### config.mk
export PLATFORM = sky130hd
export DESIGN_NAME = trig_scan_seq
export DESIGN_NICKNAME = d
export VERILOG_FILES = /design/src/rtl/seq_pkg.sv /design/src/rtl/seq_cfg_check.sv /design/src/rtl/seq_scan_timer.sv /design/src/rtl/seq_delay.sv /design/src/rtl/trig_scan_seq.sv
export SDC_FILE = /design/constraint.sdc
export NUM_CORES = 1
export LEC_CHECK = 0
export BUFFER_PORTS_ARGS = -buffer_cell sky130_fd_sc_hd__clkbuf_2
export CORE_MARGIN = 2
export CORE_UTILIZATION = 42
export DETAILED_ROUTE_END_ITERATION = 10
export GPL_TIMING_DRIVEN = 0
export SLEW_MARGIN = 0
export SYNTH_ARGS = -nofsm -noshare
export SYNTH_HDL_FRONTEND = slang
export SYNTH_SLANG_ARGS = --single-unit
### constraint.sdc
create_clock -name clk -period 3.6 [get_ports clk]
set_input_delay 0.18 -clock clk [delete_from_list [all_inputs] [get_ports clk]]
set_output_delay 0.18 -clock clk [all_outputs]
set_load 0.02 [all_outputs]
### src/rtl/seq_pkg.sv
package seq_pkg;
  typedef enum logic [1:0] {
    MODE_POST  = 2'd0,
    MODE_DELAY = 2'd1,
    MODE_PRE   = 2'd2,
    MODE_MID   = 2'd3
  } trig_mode_e;

  typedef enum logic [2:0] {
    ST_IDLE = 3'd0,
    ST_ARM  = 3'd1,
    ST_WAIT = 3'd2,
    ST_CAPT = 3'd3,
    ST_PRE  = 3'd4,
    ST_TAIL = 3'd5
  } seq_state_e;
endpackage

### src/rtl/seq_cfg_check.sv
module seq_cfg_check #(
  parameter int SI_W  = 24,
  parameter int SMP_W = 16,
  parameter int CH_W  = 6
) (
  input  logic [SI_W-1:0]  scan_ivl,
  input  logic [SMP_W-1:0] smp_ivl,
  input  logic [CH_W:0]    nch,
  output logic             cfg_bad
);
  localparam int PW = SMP_W + CH_W + 1;
  localparam int CW = (SI_W > PW) ? SI_W : PW;

  logic [CW-1:0] span;
  logic [CW-1:0] need;

  always_comb begin
    span    = CW'(scan_ivl);
    need    = CW'(smp_ivl) * CW'(nch);
    cfg_bad = (scan_ivl == '0) || (smp_ivl == '0) || (nch == '0) || (span < need);
  end
endmodule

### src/rtl/seq_scan_timer.sv
module seq_scan_timer #(
  parameter int SI_W  = 24,
  parameter int SMP_W = 16,
  parameter int CH_W  = 6
) (
  input  logic             clk,
  input  logic             rst_n,
  input  logic             run,
  input  logic [SI_W-1:0]  scan_ivl,
  input  logic [SMP_W-1:0] smp_ivl,
  input  logic [CH_W:0]    nch,
  output logic             scan_start,
  output logic             conv,
  output logic [CH_W-1:0]  chan_idx,
  output logic             scan_busy,
  output logic             last_conv
);
  logic [SI_W-1:0]  si_cnt;
  logic [SMP_W-1:0] sub_cnt;
  logic [CH_W:0]    nxt_ch;
  logic             in_scan;
  logic             mid_conv;
  logic [CH_W:0]    idx_w;

  always_comb begin
    scan_start = run && (si_cnt == '0);
    mid_conv   = run && in_scan && (sub_cnt == smp_ivl);
    conv       = scan_start || mid_conv;
    idx_w      = scan_start ? '0 : nxt_ch;
    chan_idx   = idx_w[CH_W-1:0];
    last_conv  = conv && (idx_w == nch - 1'b1);
    scan_busy  = scan_start || (run && in_scan);
  end

  always_ff @(posedge clk or negedge rst_n) begin
    if (!rst_n) begin
      si_cnt  <= '0;
      sub_cnt <= '0;
      nxt_ch  <= '0;
      in_scan <= 1'b0;
    end else if (!run) begin
      si_cnt  <= '0;
      sub_cnt <= '0;
      nxt_ch  <= '0;
      in_scan <= 1'b0;
    end else begin
      si_cnt <= (si_cnt == scan_ivl - 1'b1) ? '0 : si_cnt + 1'b1;
      if (scan_start) begin
        nxt_ch  <= {{CH_W{1'b0}}, 1'b1};
        sub_cnt <= {{(SMP_W-1){1'b0}}, 1'b1};
        in_scan <= !last_conv;
      end else if (in_scan) begin
        if (mid_conv) begin
          nxt_ch  <= nxt_ch + 1'b1;
          sub_cnt <= {{(SMP_W-1){1'b0}}, 1'b1};
          if (last_conv) in_scan <= 1'b0;
        end else begin
          sub_cnt <= sub_cnt + 1'b1;
        end
      end
    end
  end

  // a conversion never names a channel beyond the scan width
  p_chan_range_r2: assert property (@(posedge clk) disable iff (!rst_n)
    conv |-> ({1'b0, chan_idx} < nch));

  // the busy window only closes after the scan's last conversion
  p_busy_close_r3: assert property (@(posedge clk) disable iff (!rst_n)
    ($fell(scan_busy) && run) |-> $past(last_conv));
endmodule

### src/rtl/seq_delay.sv
module seq_delay #(
  parameter int DLY_W = 16
) (
  input  logic             clk,
  input  logic             rst_n,
  input  logic             load,
  input  logic [DLY_W-1:0] load_val,
  input  logic             active,
  output logic             is_zero
);
  logic [DLY_W-1:0] cnt;

  always_ff @(posedge clk or negedge rst_n) begin
    if (!rst_n)                    cnt <= '0;
    else if (load)                 cnt <= load_val;
    else if (active && cnt != '0)  cnt <= cnt - 1'b1;
  end

  assign is_zero = (cnt == '0);
endmodule

### src/rtl/trig_scan_seq.sv
module trig_scan_seq
  import seq_pkg::*;
#(
  parameter int SI_W  = 24,
  parameter int SMP_W = 16,
  parameter int CH_W  = 6,
  parameter int M_W   = 16,
  parameter int N_W   = 16,
  parameter int RT_W  = 8,
  parameter int DLY_W = 16
) (
  input  logic             clk,
  input  logic             rst_n,
  input  logic             start,
  input  logic             stop,
  input  logic             trig,
  input  logic [1:0]       mode,
  input  logic             m_enable,
  input  logic [SI_W-1:0]  scan_ivl,
  input  logic [SMP_W-1:0] smp_ivl,
  input  logic [CH_W:0]    num_chan,
  input  logic [M_W-1:0]   pre_scans,
  input  logic [N_W-1:0]   post_scans,
  input  logic [RT_W-1:0]  retrig_cnt,
  input  logic [DLY_W-1:0] delay_cnt,
  output logic             scan_start,
  output logic             conv,
  output logic             store_en,
  output logic [CH_W-1:0]  chan_idx,
  output logic             scan_busy,
  output logic             acq_busy,
  output logic             cfg_err,
  output logic [M_W-1:0]   buf_scans
);
  trig_mode_e  mode_e;
  seq_state_e  state;
  logic        pend;
  logic [N_W-1:0]  post_cnt;
  logic [RT_W-1:0] rt_cnt;
  logic [M_W-1:0]  buf_q;
  logic        cfg_err_q;

  logic        cfg_bad;
  logic        run;
  logic        last_conv;
  logic        dly_zero;
  logic        dly_load;
  logic [N_W-1:0]  n_eff;
  logic [RT_W-1:0] r_eff;
  logic        trig_ok;
  logic [M_W-1:0]  buf_inc;
  logic        to_tail;

  always_comb begin
    mode_e   = trig_mode_e'(mode);
    run      = (state == ST_CAPT) || (state == ST_PRE) || (state == ST_TAIL);
    n_eff    = (post_scans == '0) ? {{(N_W-1){1'b0}}, 1'b1} : post_scans;
    r_eff    = (retrig_cnt == '0) ? {{(RT_W-1){1'b0}}, 1'b1} : retrig_cnt;
    trig_ok  = trig && !(m_enable && (buf_q < pre_scans));
    buf_inc  = (buf_q < pre_scans) ? buf_q + 1'b1 : buf_q;
    to_tail  = (mode_e == MODE_MID) && (post_scans != '0);
    dly_load = (state == ST_ARM) && trig && (mode_e == MODE_DELAY);
  end

  seq_cfg_check #(.SI_W(SI_W), .SMP_W(SMP_W), .CH_W(CH_W)) u_cfg (
    .scan_ivl (scan_ivl),
    .smp_ivl  (smp_ivl),
    .nch      (num_chan),
    .cfg_bad  (cfg_bad)
  );

  seq_scan_timer #(.SI_W(SI_W), .SMP_W(SMP_W), .CH_W(CH_W)) u_timer (
    .clk        (clk),
    .rst_n      (rst_n),
    .run        (run),
    .scan_ivl   (scan_ivl),
    .smp_ivl    (smp_ivl),
    .nch        (num_chan),
    .scan_start (scan_start),
    .conv       (conv),
    .chan_idx   (chan_idx),
    .scan_busy  (scan_busy),
    .last_conv  (last_conv)
  );

  seq_delay #(.DLY_W(DLY_W)) u_delay (
    .clk      (clk),
    .rst_n    (rst_n),
    .load     (dly_load),
    .load_val (delay_cnt),
    .active   (state == ST_WAIT),
    .is_zero  (dly_zero)
  );

  always_ff @(posedge clk or negedge rst_n) begin
    if (!rst_n) begin
      state     <= ST_IDLE;
      pend      <= 1'b0;
      post_cnt  <= '0;
      rt_cnt    <= '0;
      buf_q     <= '0;
      cfg_err_q <= 1'b0;
    end else if (stop) begin
      state <= ST_IDLE;
      pend  <= 1'b0;
    end else begin
      case (state)
        ST_IDLE: begin
          if (start) begin
            cfg_err_q <= cfg_bad;
            if (!cfg_bad) begin
              post_cnt <= '0;
              rt_cnt   <= '0;
              buf_q    <= '0;
              pend     <= 1'b0;
              state    <= (mode_e == MODE_POST || mode_e == MODE_DELAY) ? ST_ARM : ST_PRE;
            end
          end
        end
        ST_ARM: begin
          if (trig) state <= (mode_e == MODE_DELAY) ? ST_WAIT : ST_CAPT;
        end
        ST_WAIT: begin
          if (dly_zero) state <= ST_CAPT;
        end
        ST_CAPT: begin
          if (last_conv) begin
            if (post_cnt == n_eff - 1'b1) begin
              post_cnt <= '0;
              if (rt_cnt == r_eff - 1'b1) begin
                state <= ST_IDLE;
              end else begin
                rt_cnt <= rt_cnt + 1'b1;
                state  <= ST_ARM;
              end
            end else begin
              post_cnt <= post_cnt + 1'b1;
            end
          end
        end
        ST_PRE: begin
          if (last_conv) begin
            buf_q <= buf_inc;
            if (pend || trig_ok) begin
              pend     <= 1'b0;
              post_cnt <= '0;
              state    <= to_tail ? ST_TAIL : ST_IDLE;
            end
          end else if (trig_ok) begin
            if (scan_busy) begin
              pend <= 1'b1;
            end else begin
              post_cnt <= '0;
              state    <= to_tail ? ST_TAIL : ST_IDLE;
            end
          end
        end
        ST_TAIL: begin
          if (last_conv) begin
            if (post_cnt == post_scans - 1'b1) state <= ST_IDLE;
            else post_cnt <= post_cnt + 1'b1;
          end
        end
        default: state <= ST_IDLE;
      endcase
    end
  end

  assign acq_busy  = (state != ST_IDLE);
  assign store_en  = conv && run;
  assign cfg_err   = cfg_err_q;
  assign buf_scans = buf_q;

  // abort takes effect at the next edge
  p_stop_halts_r11: assert property (@(posedge clk) disable iff (!rst_n)
    stop |=> (!acq_busy && !conv && !scan_busy));

  // a start with bad timing leaves the block idle and flagged
  p_refuse_bad_r1: assert property (@(posedge clk) disable iff (!rst_n)
    (start && !stop && !acq_busy && cfg_bad) |=> (!acq_busy && cfg_err));

  // nothing converts while armed or counting the delay
  p_wait_quiet_r6: assert property (@(posedge clk) disable iff (!rst_n)
    ((state == ST_ARM) || (state == ST_WAIT)) |-> !conv);

  // the window count never exceeds M during a run
  p_window_sat_r7: assert property (@(posedge clk) disable iff (!rst_n)
    acq_busy |-> (buf_scans <= pre_scans));

  // no scan activity outside a run
  p_idle_quiet_r12: assert property (@(posedge clk) disable iff (!rst_n)
    !acq_busy |-> (!scan_busy && !store_en));
endmodule

# Word level (Yosys, flattened, before mapping)
# Index checks and enable logic that the tools add are counted.
# W data, S select, Z words.
[totals] regBits=109 output_inout_bits=28 word_cells=178 in_bits=111
[classes] n_mul=1 bitwise=1 n_addsub=12 order_cmp=2 muxes=66 reduce_logical=46 n_eq_ne=39
[ops] cell="$mux W16" n=19
[ops] cell="$pmux W16 S4" n=1
[ops] cell="$add A16 B1 Y16 const B" n=3
[ops] cell="$eq A16 B16 Y1" n=3
[ops] cell="$logic_not A16 Y1" n=3
[ops] cell="$logic_not A24 Y1" n=2
[ops] cell="$mux W24" n=2
[ops] cell="$mux W8" n=6
[ops] cell="$sub A16 B1 Y16 const B" n=3
[ops] cell="$mux W3" n=15
[ops] cell="$mux W7" n=5
[ops] cell="$pmux W16 S2" n=1
[ops] cell="$reduce_bool A16 Y1" n=2
[ops] cell="$add A24 B1 Y24 const B" n=1
[ops] cell="$eq A24 B24 Y1" n=1
[ops] cell="$lt A24 B23 Y1" n=1
[ops] cell="$ne A3 B2 Y1 const B" n=8
[ops] cell="$sub A24 B1 Y24 const B" n=1
[ops] cell="$mul A16 B7 Y23" n=1
[ops] cell="$pmux W3 S6" n=1
[ops] cell="$lt A16 B16 Y1" n=1
[ops] cell="$pmux W8 S2" n=1
[ops] cell="$ne A3 B3 Y1 const B" n=5
[ops] cell="$mux W1" n=14
[ops] cell="other kinds (33)" n=67

# Longest topological paths before layout
# Gate-level depths: netlist of run 1.
[depth] word_depth=12 ltp_mapped=32 depth_no_buf=29

# Cells and area by module
# From an unflattened synthesis of run 1, not the netlist that was laid out.
[unflattened] cells_unflattened=1628 area_unflattened_um2=13538.0
[by_module_without_submodules] module="trig_scan_seq" area_per_inst_um2=4415.5 instances=1 seq_area_each_um2=1126.1 cells_per_inst=561
[by_module_without_submodules] module="seq_cfg_check" area_per_inst_um2=4254.1 instances=1 seq_area_each_um2=0.0 cells_per_inst=496
[by_module_without_submodules] module="seq_scan_timer" area_per_inst_um2=3804.9 instances=1 seq_area_each_um2=1201.2 cells_per_inst=447
[by_module_without_submodules] module="seq_delay" area_per_inst_um2=1063.5 instances=1 seq_area_each_um2=400.4 cells_per_inst=124

# Least setup slack after synthesis of run 1
# No wires, ideal clock.
[synth_path] kind="input -> register" startpoint="input num_chan[6]" endpoint="register post_cnt[7]" path_slack_ns=-3.599 stages=32 required_ns=3.508 arrival_ns=7.108 path_buffers=5 setup_time_ns=0.092 path_cell_list="clkbuf_1 clkbuf_1 nand2_1 fa_1 inv_1 fa_1 fa_1 inv_1 fa_1 inv_1 ha_1 nor2_1 nor2b_1 o21ai_0 a21oi_1 o41ai_1 o21ai_0 o221a_2 or4_1 nand3_1 ha_1 nand3_1 nor2_1 o21ai_0 a211oi_1 nor4_1 or4_1 buf_2 or3_1 buf_2 buf_6 o31ai_2"
[synth_via] elab_chain_len=5 elab_cells_between_ends=17 classes_between="add/sub (1); mul (1); order compare (1); eq/ne (7); mux (2); reduce/logical (5)"
[synth_rtl] item="start, declared" line_no="trig_scan_seq.sv:21" source="input logic [CH_W:0] num_chan,"
[synth_rtl] item="$mul A16 B7 Y23 (tied with other cells)" line_no="seq_cfg_check.sv:19" source="need = CW'(smp_ivl) * CW'(nch);"
[synth_rtl] item="$lt A24 B23 Y1 (tied with other cells)" line_no="seq_cfg_check.sv:20" source="cfg_bad = (scan_ivl == '0) || (smp_ivl == '0) || (nch == '0) || (span < need);"
[synth_rtl] item="$logic_or A1 B1 Y1 or $logic_and A1 B1 Y1 (tied branches)" line_no="seq_cfg_check.sv:20, seq_scan_timer.sv:31"
[synth_rtl] item="$ne A2 B2 Y1 (no line) (tied with other cells)"
[synth_rtl] item="$reduce_and A10 Y1 (no line) or $pmux W16 S4 (tied branches)"
[synth_rtl] item="end signal, assigned" line_no="trig_scan_seq.sv:137" source="post_cnt <= post_cnt + 1'b1;"
[synth_rtl] item="end signal, assigned" line_no="trig_scan_seq.sv:161" source="else post_cnt <= post_cnt + 1'b1;"
[synth_rtl] item="end, declared" line_no="trig_scan_seq.sv:38" source="logic [N_W-1:0] post_cnt;"
# Several ways; a longest one is shown, not always the timed one.
# A chain may end at the register's enable or synchronous reset.

# Worst setup path after layout of run 1
[layout_path] startpoint="input num_chan[2]" endpoint="register post_cnt[7]"
# Same word-level chain as after synthesis.

==> metrics.csv, run 1 <==
stage,metric,value,unit
clock_network,CTS H-tree lvls,3,
detailed_routing,routed vias,12429,
critical_path,CP Data Required Time,3.89,ns
final_layout,Final Core Density,52.5,%
synthesis,compound-cell area share of the yosys netlist,14.5,%
floorplanning,FP Rows,64,
clock_network,Sink Count,109,
final_layout,Ant. Diodes,0,
critical_path,Crit path buffers/inverters,9,
clock_network,clock-pin slew on the worst setup and hold paths,0.09,ns
synthesis,Mean Syn Cell Area,8.18,µm²
clock_network,root buf cell,clkbuf_16,
critical_path,CP startpoint,num_chan[2],
sta,worst-margin pin slew,1.05,ns
synthesis,mux share of post-synthesis cell area,1.24,%
synthesis,largest family of logic cells by synthesized area,simple AND/OR/NAND/NOR gates,
power_and_ir_drop,leakage power,0.00712,µW
clock_network,TritonCTS clock tree,done,
outcome,failing checks,setup timing,
critical_path,cells on worst reg2reg path,10,
detailed_routing,initial DRC count,772,
synthesis,Post-Syn Instances,1610,
floorplanning,Top-Level Pins,139,
sta,count of pins over their slew limit,0,
synthesis,Post-Synth Simple-Gate Area,27.6,%
placement,detailed placer's ending HPWL,28900,µm
global_route,number of global-route vias before repair,11952,
min_path,hold path cells,3,
synthesis,synthesized area,13200,µm²
critical_path,highest-delay cell along the critical path,fa_1,
critical_path,reg2reg end,buf_scans[8],
global_route,first-pass GRT wire length,61300,µm
synthesis,Synth cell types,86,
min_path,hold-critical path endpoint,u_delay.cnt[7],
detailed_routing,DR WL/cell,17.2,µm
critical_path,Worst Setup Start Kind,input port,
floorplanning,Die Area,32800,µm²
final_layout,layout cells sized above 1,20.6,%
sta,Slew HR,28.2,%
min_path,HP Start,delay_cnt[7],
critical_path,"Worst Path Class, Setup",input port to register,
floorplanning,Starting Density,42.8,%
critical_path,CP dominant cell by count,inv_2,
sta,endpoints failing hold,0,
floorplanning,CORE AREA,30700,µm²
sta,Fmax achieved,153,MHz
critical_path,cell family with most CP delay,adder cells,
sta,RSZ-0062 raised after global routing,true,
placement,Port Buffers,114,
floorplanning,Die W,181,µm
placement,routability cong.,0.912,
detailed_routing,Routed Antenna Nets,0,
global_route,antenna violations before repair,0,
synthesis,"EDFF count, synth",0,
synthesis,register area share after synthesis,20.7,%
global_route,GR Overflow Total,0,
synthesis,Synth Area in Adders,19.4,%
clock_network,Max Root-Sink Buffers,2,
critical_path,CP endpoint kind,register,
final_layout,Fill cells,2940,
synthesis,syn nets,1884,
clock_network,CTS Buf Count,9,
outcome,status,"complete, but fails checks",
synthesis,Post-synth ARST share,100,%
critical_path,max incr delay on CP,0.55,ns
critical_path,CP Max Fanout,7,
sta,min Tclk post-route,6.55,ns
power_and_ir_drop,"IR drop worst, VDD",296,µV
min_path,Worst Hold Class,input port to register,
placement,pre-CTS worst setup slack,-3.88,ns
synthesis,Ys Warns,0,
detailed_routing,Total Wirelength,37800,µm
sta,Clock Skew,0.0130,ns
critical_path,worst r2r src,u_timer.si_cnt[2],
critical_path,Arrival @ worst endpoint,6.84,ns
sta,Final period util,182,%
final_layout,Final #Nets,2065,
detailed_routing,vias per cell,5.67,
sta,final setup vio count,45,
flow_run,max_cap viols,0,
final_layout,P&R area growth vs syn,22.6,%
critical_path,Worst R2R Setup Slack,-0.86,ns
detailed_routing,1st-pass router iterations,5,
synthesis,Yosys reg bits,109,
global_route,GRT Total Usage,22.8,%
detailed_routing,# DRC,0,
global_route,pin count of the biggest net entering global routing,70,
floorplanning,Die Ht,181,µm
power_and_ir_drop,Pwr Density,477,nW/µm²
synthesis,"Top FF cell, synth",dfrtp_1,
synthesis,Synth Area in XOR/XNOR,10.2,%
sta,worst setup margin,-2.95,ns
clock_network,Worst-Skew Late Latency,0.38,ns
==> cells in the final DEF (no fill, tap or decap), types with 19 or more instances in the layout <==
cell / n
or3_1: 19
nand3_1: 45
xnor2_1: 65
a21oi_1: 45
o21ai_0: 46
nor4_1: 27
nor2_1: 134
fa_1: 67
dfrtp_1: 109
buf_4: 44
nor3_1: 39
clkbuf_1: 44
nand2b_1: 23
nand4_1: 34
xor2_1: 84
inv_1: 120
and3_1: 34
and2_1: 77
clkbuf_2: 118
ha_1: 80
nand2_1: 115
==> routing by layer <==
metal / vias to the layer above / global-route usage [%] / part of all wire [%]
met5: - / 0 / 0
met1: 6134 / 30.8 / 46
met4: 0 / 5.27 / 1.7
met2: 261 / 38.8 / 49
li1: 5996 / - / -
met3: 38 / 3.18 / 3.8
==> kinds of logic after synthesis <==
| family | after synthesis |
|---|---|
| adder cells (fa/ha/maj) | 163 |
| buffers and inverters | 213 |
| AND/OR/NAND/NOR | 676 |
| flip-flops | 109 |
| AO/OA/AOI/OAI | 282 |
| XOR/XNOR | 151 |
| multiplexers | 16 |
==> layout make-up <==
type / instances / area (µm²) / area share (%)
inverter: 131 / 492 / 3.05
clock buffer: 9 / 225 / 1.39
buffer: 81 / 569 / 3.53
tap: 396 / 495 / 3.07
timing repair buffer: 171 / 1140 / 7.04
clock inverter: 7 / 92.6 / 0.573
sequential: 109 / 2730 / 16.9
multi-input combinational: 1288 / 10400 / 64.5
==> power by group <==
part / internal [µW] / leakage [µW] / switching [µW]
Combinational: 2230 / 0.00549 / 2850
Clock: 560 / 0.000149 / 554
Sequential: 1360 / 0.00148 / 141
==> tightest hold or removal path: cells and delay by family <==
family          cells  cell delay [ns]
compound gates      1             0.06
buf+inv             1             0.08
simple gates        1             0.04
==> registers in the layout (all words and copies together) (netlist names) <==
signal and count:
buf_scans 16, cfg_err 1, pend 1, post_cnt 16, rt_cnt 8, state 3, u_delay.cnt 16, u_timer.in_scan 1
u_timer.nxt_ch 7, u_timer.si_cnt 24, u_timer.sub_cnt 16
==> cells in the mapped netlist (4+ instances only) <==
cell type,number,area [µm²]
nor4_1,28,175
o21ai_1,4,20.0
clkbuf_1,72,270
nor4b_1,6,52.6
nand3_1,52,260
fa_1,69,1380
nor3_1,46,230
or3_1,21,131
nor3b_1,12,90.1
nor2b_1,18,113
mux2i_1,13,130
a21oi_1,54,270
a21o_1,9,67.6
xor2_1,84,736
a41oi_1,5,43.8
o211ai_1,15,113
nand2_1,122,458
and3_1,34,213
a211oi_1,15,113
buf_2,6,30.0
o21a_1,6,45.0
o21ai_0,71,355
nand3b_1,7,52.6
a2111oi_0,4,35.0
o22ai_1,5,31.3
xnor2_1,65,569
a31o_2,7,61.3
or2_2,5,31.3
and4_1,6,52.6
or4_1,20,150
o31ai_1,27,203
o41ai_1,5,43.8
ha_1,94,1180
dfrtp_1,109,2730
inv_1,131,492
nand2b_1,23,144
nor2_1,138,518
and2_1,85,532
a31oi_1,12,75.1
nand4_1,34,213
==> timing repair <==
item | 4_1_cts | 5_1_grt
gates cloned | 2 | 1
pin swaps | 43 | 72
hold endpoints to repair | 41 | 0
buffers inserted | 29 | 22
setup endpoints to repair | 45 | 67
hold buffers | 2 | 0
gates resized for setup | 69 | 130
==> per-stage QoR <==
step,power [µW],setup TNS [ns],std cells,instance area [µm²],hold slack [ns]
6_report,7700,-125.29,2192,16100,0.00727
5_1_grt,8420,-135.02,2192,16100,0.00382
4_1_cts,7310,-124.75,2169,15500,0.00205
3_5_place_dp,5740,-170.12,2121,14600,0.147
3_3_place_gp,5640,-167.22,2120,14500,0.382
2_1_floorplan,4720,-117.61,1610,13500,-0.116
==> worst max path at each step <==
stage	endpoint	slack [ns]	cells past startpoint
after floorplan	post_cnt[7]	-2.83	30
after global placement	post_cnt[7]	-3.84	32
after detailed placement	post_cnt[7]	-3.88	32
after CTS	post_cnt[7]	-3.01	31
after global routing	post_cnt[7]	-3.13	31
final	post_cnt[7]	-2.95	31
(Power assumes the default switching activity.)
==> run 2: changes to the inputs <==
--- a/config.mk
+++ b/config.mk
@@ -5,6 +5,7 @@
 export SDC_FILE = /design/constraint.sdc
 export NUM_CORES = 1
 export LEC_CHECK = 0
+export ABC_AREA = 1
 export BUFFER_PORTS_ARGS = -buffer_cell sky130_fd_sc_hd__clkbuf_2
 export CORE_MARGIN = 2
 export CORE_UTILIZATION = 42
==> metrics.csv, run 2 <==
stage,metric,value,unit,change
final_layout,Largest register FFs,24,,unchanged
global_route,GR Overflow Total,0,,unchanged
detailed_routing,Total Wirelength,43300,µm,"was 37,800 µm"
floorplanning,Top-Level Pins,139,,unchanged
final_layout,Final Core Density,49.9,%,was 52.5%
global_route,number of global-route vias before repair,14092,,"was 11,952"
sta,Clock Skew,0.0157,ns,was 0.0130 ns
critical_path,CP endpoint kind,register,,unchanged
sta,final setup vio count,45,,unchanged
final_layout,Finished Cell Area,17200,µm²,"was 16,100 µm²"
critical_path,CP Max Fanout,5,,was 7
detailed_routing,1st-pass router iterations,6,,was 5
final_layout,Ant. Diodes,0,,unchanged
global_route,antenna violations before repair,1,,was 0
floorplanning,Die W,191,µm,was 181 µm
synthesis,Ys Warns,0,,unchanged
clock_network,CTS H-tree lvls,3,,unchanged
floorplanning,CORE AREA,34500,µm²,"was 30,700 µm²"
synthesis,syn nets,2537,,"was 1,884"
critical_path,cells on worst reg2reg path,12,,was 10
floorplanning,Die Area,36500,µm²,"was 32,800 µm²"
clock_network,root buf cell,clkbuf_16,,unchanged
floorplanning,Starting Density,42.6,%,was 42.8%
final_layout,Final #Nets,2705,,"was 2,065"
detailed_routing,Routed Antenna Nets,0,,unchanged
global_route,first-pass GRT wire length,71100,µm,"was 61,300 µm"
synthesis,Post-synth ARST share,100,%,unchanged
critical_path,CP Data Required Time,3.87,ns,was 3.89 ns
synthesis,most frequent cells after synthesis,"609 x nand2_1, 386 x inv_1, 228 x nor2_1",,"was 138 x nor2_1, 131 x inv_1, 122 x nand2_1"
outcome,failing checks,setup timing,,unchanged
sta,Slew HR,57.6,%,was 28.2%
clock_network,Max Root-Sink Buffers,2,,unchanged
global_route,pin count of the biggest net entering global routing,101,,was 70
final_layout,layout cells sized above 1,15.1,%,was 20.6%
synthesis,"Top FF cell, synth",dfrtp_1,,unchanged
critical_path,cell family with most CP delay,adder cells,,unchanged
outcome,status,"complete, but fails checks",,unchanged
detailed_routing,routed vias,14739,,"was 12,429"
critical_path,Levels on crit path,36,,was 31
clock_network,Worst-Skew Late Latency,0.37,ns,was 0.38 ns
synthesis,Mean Syn Cell Area,6.49,µm²,was 8.18 µm²
critical_path,highest-delay cell along the critical path,fa_1,,unchanged
sta,endpoints failing hold,0,,unchanged
sta,worst setup margin,-1.98,ns,was -2.95 ns
final_layout,Biggest register,u_timer.si_cnt,,unchanged
detailed_routing,DR WL/cell,15.0,µm,was 17.2 µm
detailed_routing,vias per cell,5.10,,was 5.67
synthesis,register area share after synthesis,18.6,%,was 20.7%
min_path,hold path cells,3,,unchanged
global_route,GRT Total Usage,24.1,%,was 22.8%
critical_path,Crit path buffers/inverters,8,,was 9
clock_network,CTS Buf Count,9,,unchanged
final_layout,most frequent cells in the layout,"576 x nand2_1, 378 x inv_1, 226 x nor2_1, 141 x nand3_1, 114 x clkbuf_2",,"was 134 x nor2_1, 120 x inv_1, 118 x clkbuf_2, 115 x nand2_1, 109 x dfrtp_1"
final_layout,P&R area growth vs syn,17.1,%,was 22.6%
power_and_ir_drop,Pwr Density,486,nW/µm²,was 477 nW/µm²
placement,Port Buffers,113,,was 114
critical_path,Arrival @ worst endpoint,5.84,ns,was 6.84 ns
synthesis,Synth cell types,54,,was 86
critical_path,max incr delay on CP,0.54,ns,was 0.55 ns
placement,placed insts,2832,,"was 2,121"
clock_network,Sink Count,109,,unchanged
synthesis,"EDFF count, synth",0,,unchanged
critical_path,CP dominant cell by count,fa_1,,was inv_2
final_layout,Final Non-Filler Cells,2891,,"was 2,192"
power_and_ir_drop,"IR drop worst, VDD",333,µV,was 296 µV
detailed_routing,# DRC,0,,unchanged
synthesis,largest cells by area after synthesis,"dfrtp_1 19%, nand2_1 16%, inv_1 9.9%, fa_1 9.4%, ha_1 8.0%",,"was dfrtp_1 21%, fa_1 10%, ha_1 8.9%, xor2_1 5.6%, xnor2_1 4.3%"
synthesis,Synth top area share,18.6,%,was 20.7%
sta,count of pins over their slew limit,0,,unchanged
critical_path,Worst Setup Start Kind,input port,,unchanged
synthesis,Post-Syn Instances,2263,,"was 1,610"
floorplanning,Die Ht,191,µm,was 181 µm
clock_network,clock-pin slew on the worst setup and hold paths,0.08,ns,was 0.09 ns
sta,Hold Slack,0.0515,ns,was 0.00727 ns
sta,Fmax achieved,179,MHz,was 153 MHz
placement,Placed Area,16100,µm²,"was 14,600 µm²"
synthesis,Yosys reg bits,109,,unchanged
placement,routability cong.,0.902,,was 0.912
sta,worst-margin pin slew,0.631,ns,was 1.05 ns
final_layout,"commonest non-fill, non-tap cell in the layout",nand2_1,,was nor2_1
sta,Sum Neg Setup Slack,-86.17,ns,was -125.29 ns
synthesis,Synth area leader,dfrtp_1,,unchanged
critical_path,"Worst Path Class, Setup",input port to register,,unchanged
power_and_ir_drop,leakage power,0.00903,µW,was 0.00712 µW
sta,Final period util,155,%,was 182%
synthesis,synthesized area,14700,µm²,"was 13,200 µm²"
floorplanning,FP Rows,68,,was 64
clock_network,TritonCTS clock tree,done,,unchanged
flow_run,max_cap viols,0,,unchanged
sta,min Tclk post-route,5.58,ns,was 6.55 ns
synthesis,most common cell in the netlist,nand2_1,,was nor2_1
sta,RSZ-0062 raised after global routing,true,,unchanged
placement,detailed placer's ending HPWL,33700,µm,"was 28,900 µm"
detailed_routing,initial DRC count,807,,was 772
min_path,Worst Hold Class,input port to register,,unchanged
## run 2: changes by cell type after synthesis, sizes merged, moves of 27 or more
cell,change
and3,-34
and2,-84
nor2,+105
inv,+259
xor2,+27
buf,+34
nand3,+100
clkbuf,-40
o31ai,-27
nand2,+492
## run 2: repair_timing
| item | CTS | global route |
|---|---|---|
| buffers inserted | 32 | 5 |
| endpoints found under the setup margin | 45 | 45 |
| hold buffers | 1 | 0 |
| resized for setup | 89 | 31 |
| pin swaps | 48 | 11 |
| gates cloned | 5 | 0 |
| endpoints found under the hold margin | 19 | 0 |
## run 2: area by class of cell
cell class / instances / area [µm²]
clock inverters: 6 / 81.3
multi-input cells: 1685 / 10500
flip-flops and latches: 109 / 2730
plain buffers: 76 / 613
inverters: 393 / 1480
fillers: 3534 / 17300
clock buffers: 10 / 239
well taps: 455 / 569
repair buffers: 157 / 961
## run 2: power by group
part | internal (µW) | switching (µW)
Combinational | 2330 | 3430
Clock | 573 | 531
Sequential | 1350 | 145
Total | 4250 | 4100
## run 2: logic make-up after synthesis
group                      after synthesis  synth area share [%]
buffers and inverters                  469                  12.5
DFF                                    109                  18.6
xor gates and xnor gates               153                  9.13
AOI/OAI and AO/OA                      206                  7.66
and+or+nand+nor                       1163                  34.7
adders and majority gates              163                  17.4
## run 2: tightest hold or removal path, delay by kind of cell
family	cells	cell delay, ns
compound gates	1	0.07
buf+inv	1	0.08
simple gates	1	0.05
## run 2: routing by layer
layer	part of all wire (%)	vias up	track usage, %
li1	-	7412	-
met5	0.025	-	0
met3	4.8	27	2.63
met2	46	353	39.1
met4	0.83	2	3.82
met1	49	6945	35.0
## run 2: worst paths after layout
| path | from | to | slack, ns |
|---|---|---|---|
| max | num_chan[1] | post_cnt[7] | -1.98 |
| min | delay_cnt[2] | u_delay.cnt[2] | 0.05 |
| max reg2reg | state[0] | u_timer.sub_cnt[15] | 0.58 |
| min reg2reg | pend | pend | 0.49 |
| max in group asynchronous | rst_n | post_cnt[7] | 2.65 |
| min in group asynchronous | rst_n | u_timer.si_cnt[10] | 0.20 |
## run 2: metrics by stage
| stage | setup slack, ns | power [µW] |
|---|---|---|
| after global placement | -3.03 | 6210 |
| after CTS | -1.95 | 8120 |
| final | -1.98 | 8360 |
| after detailed placement | -3.06 | 6310 |
| after floorplan | -2.12 | 5110 |
| after global routing | -2.31 | 9170 |
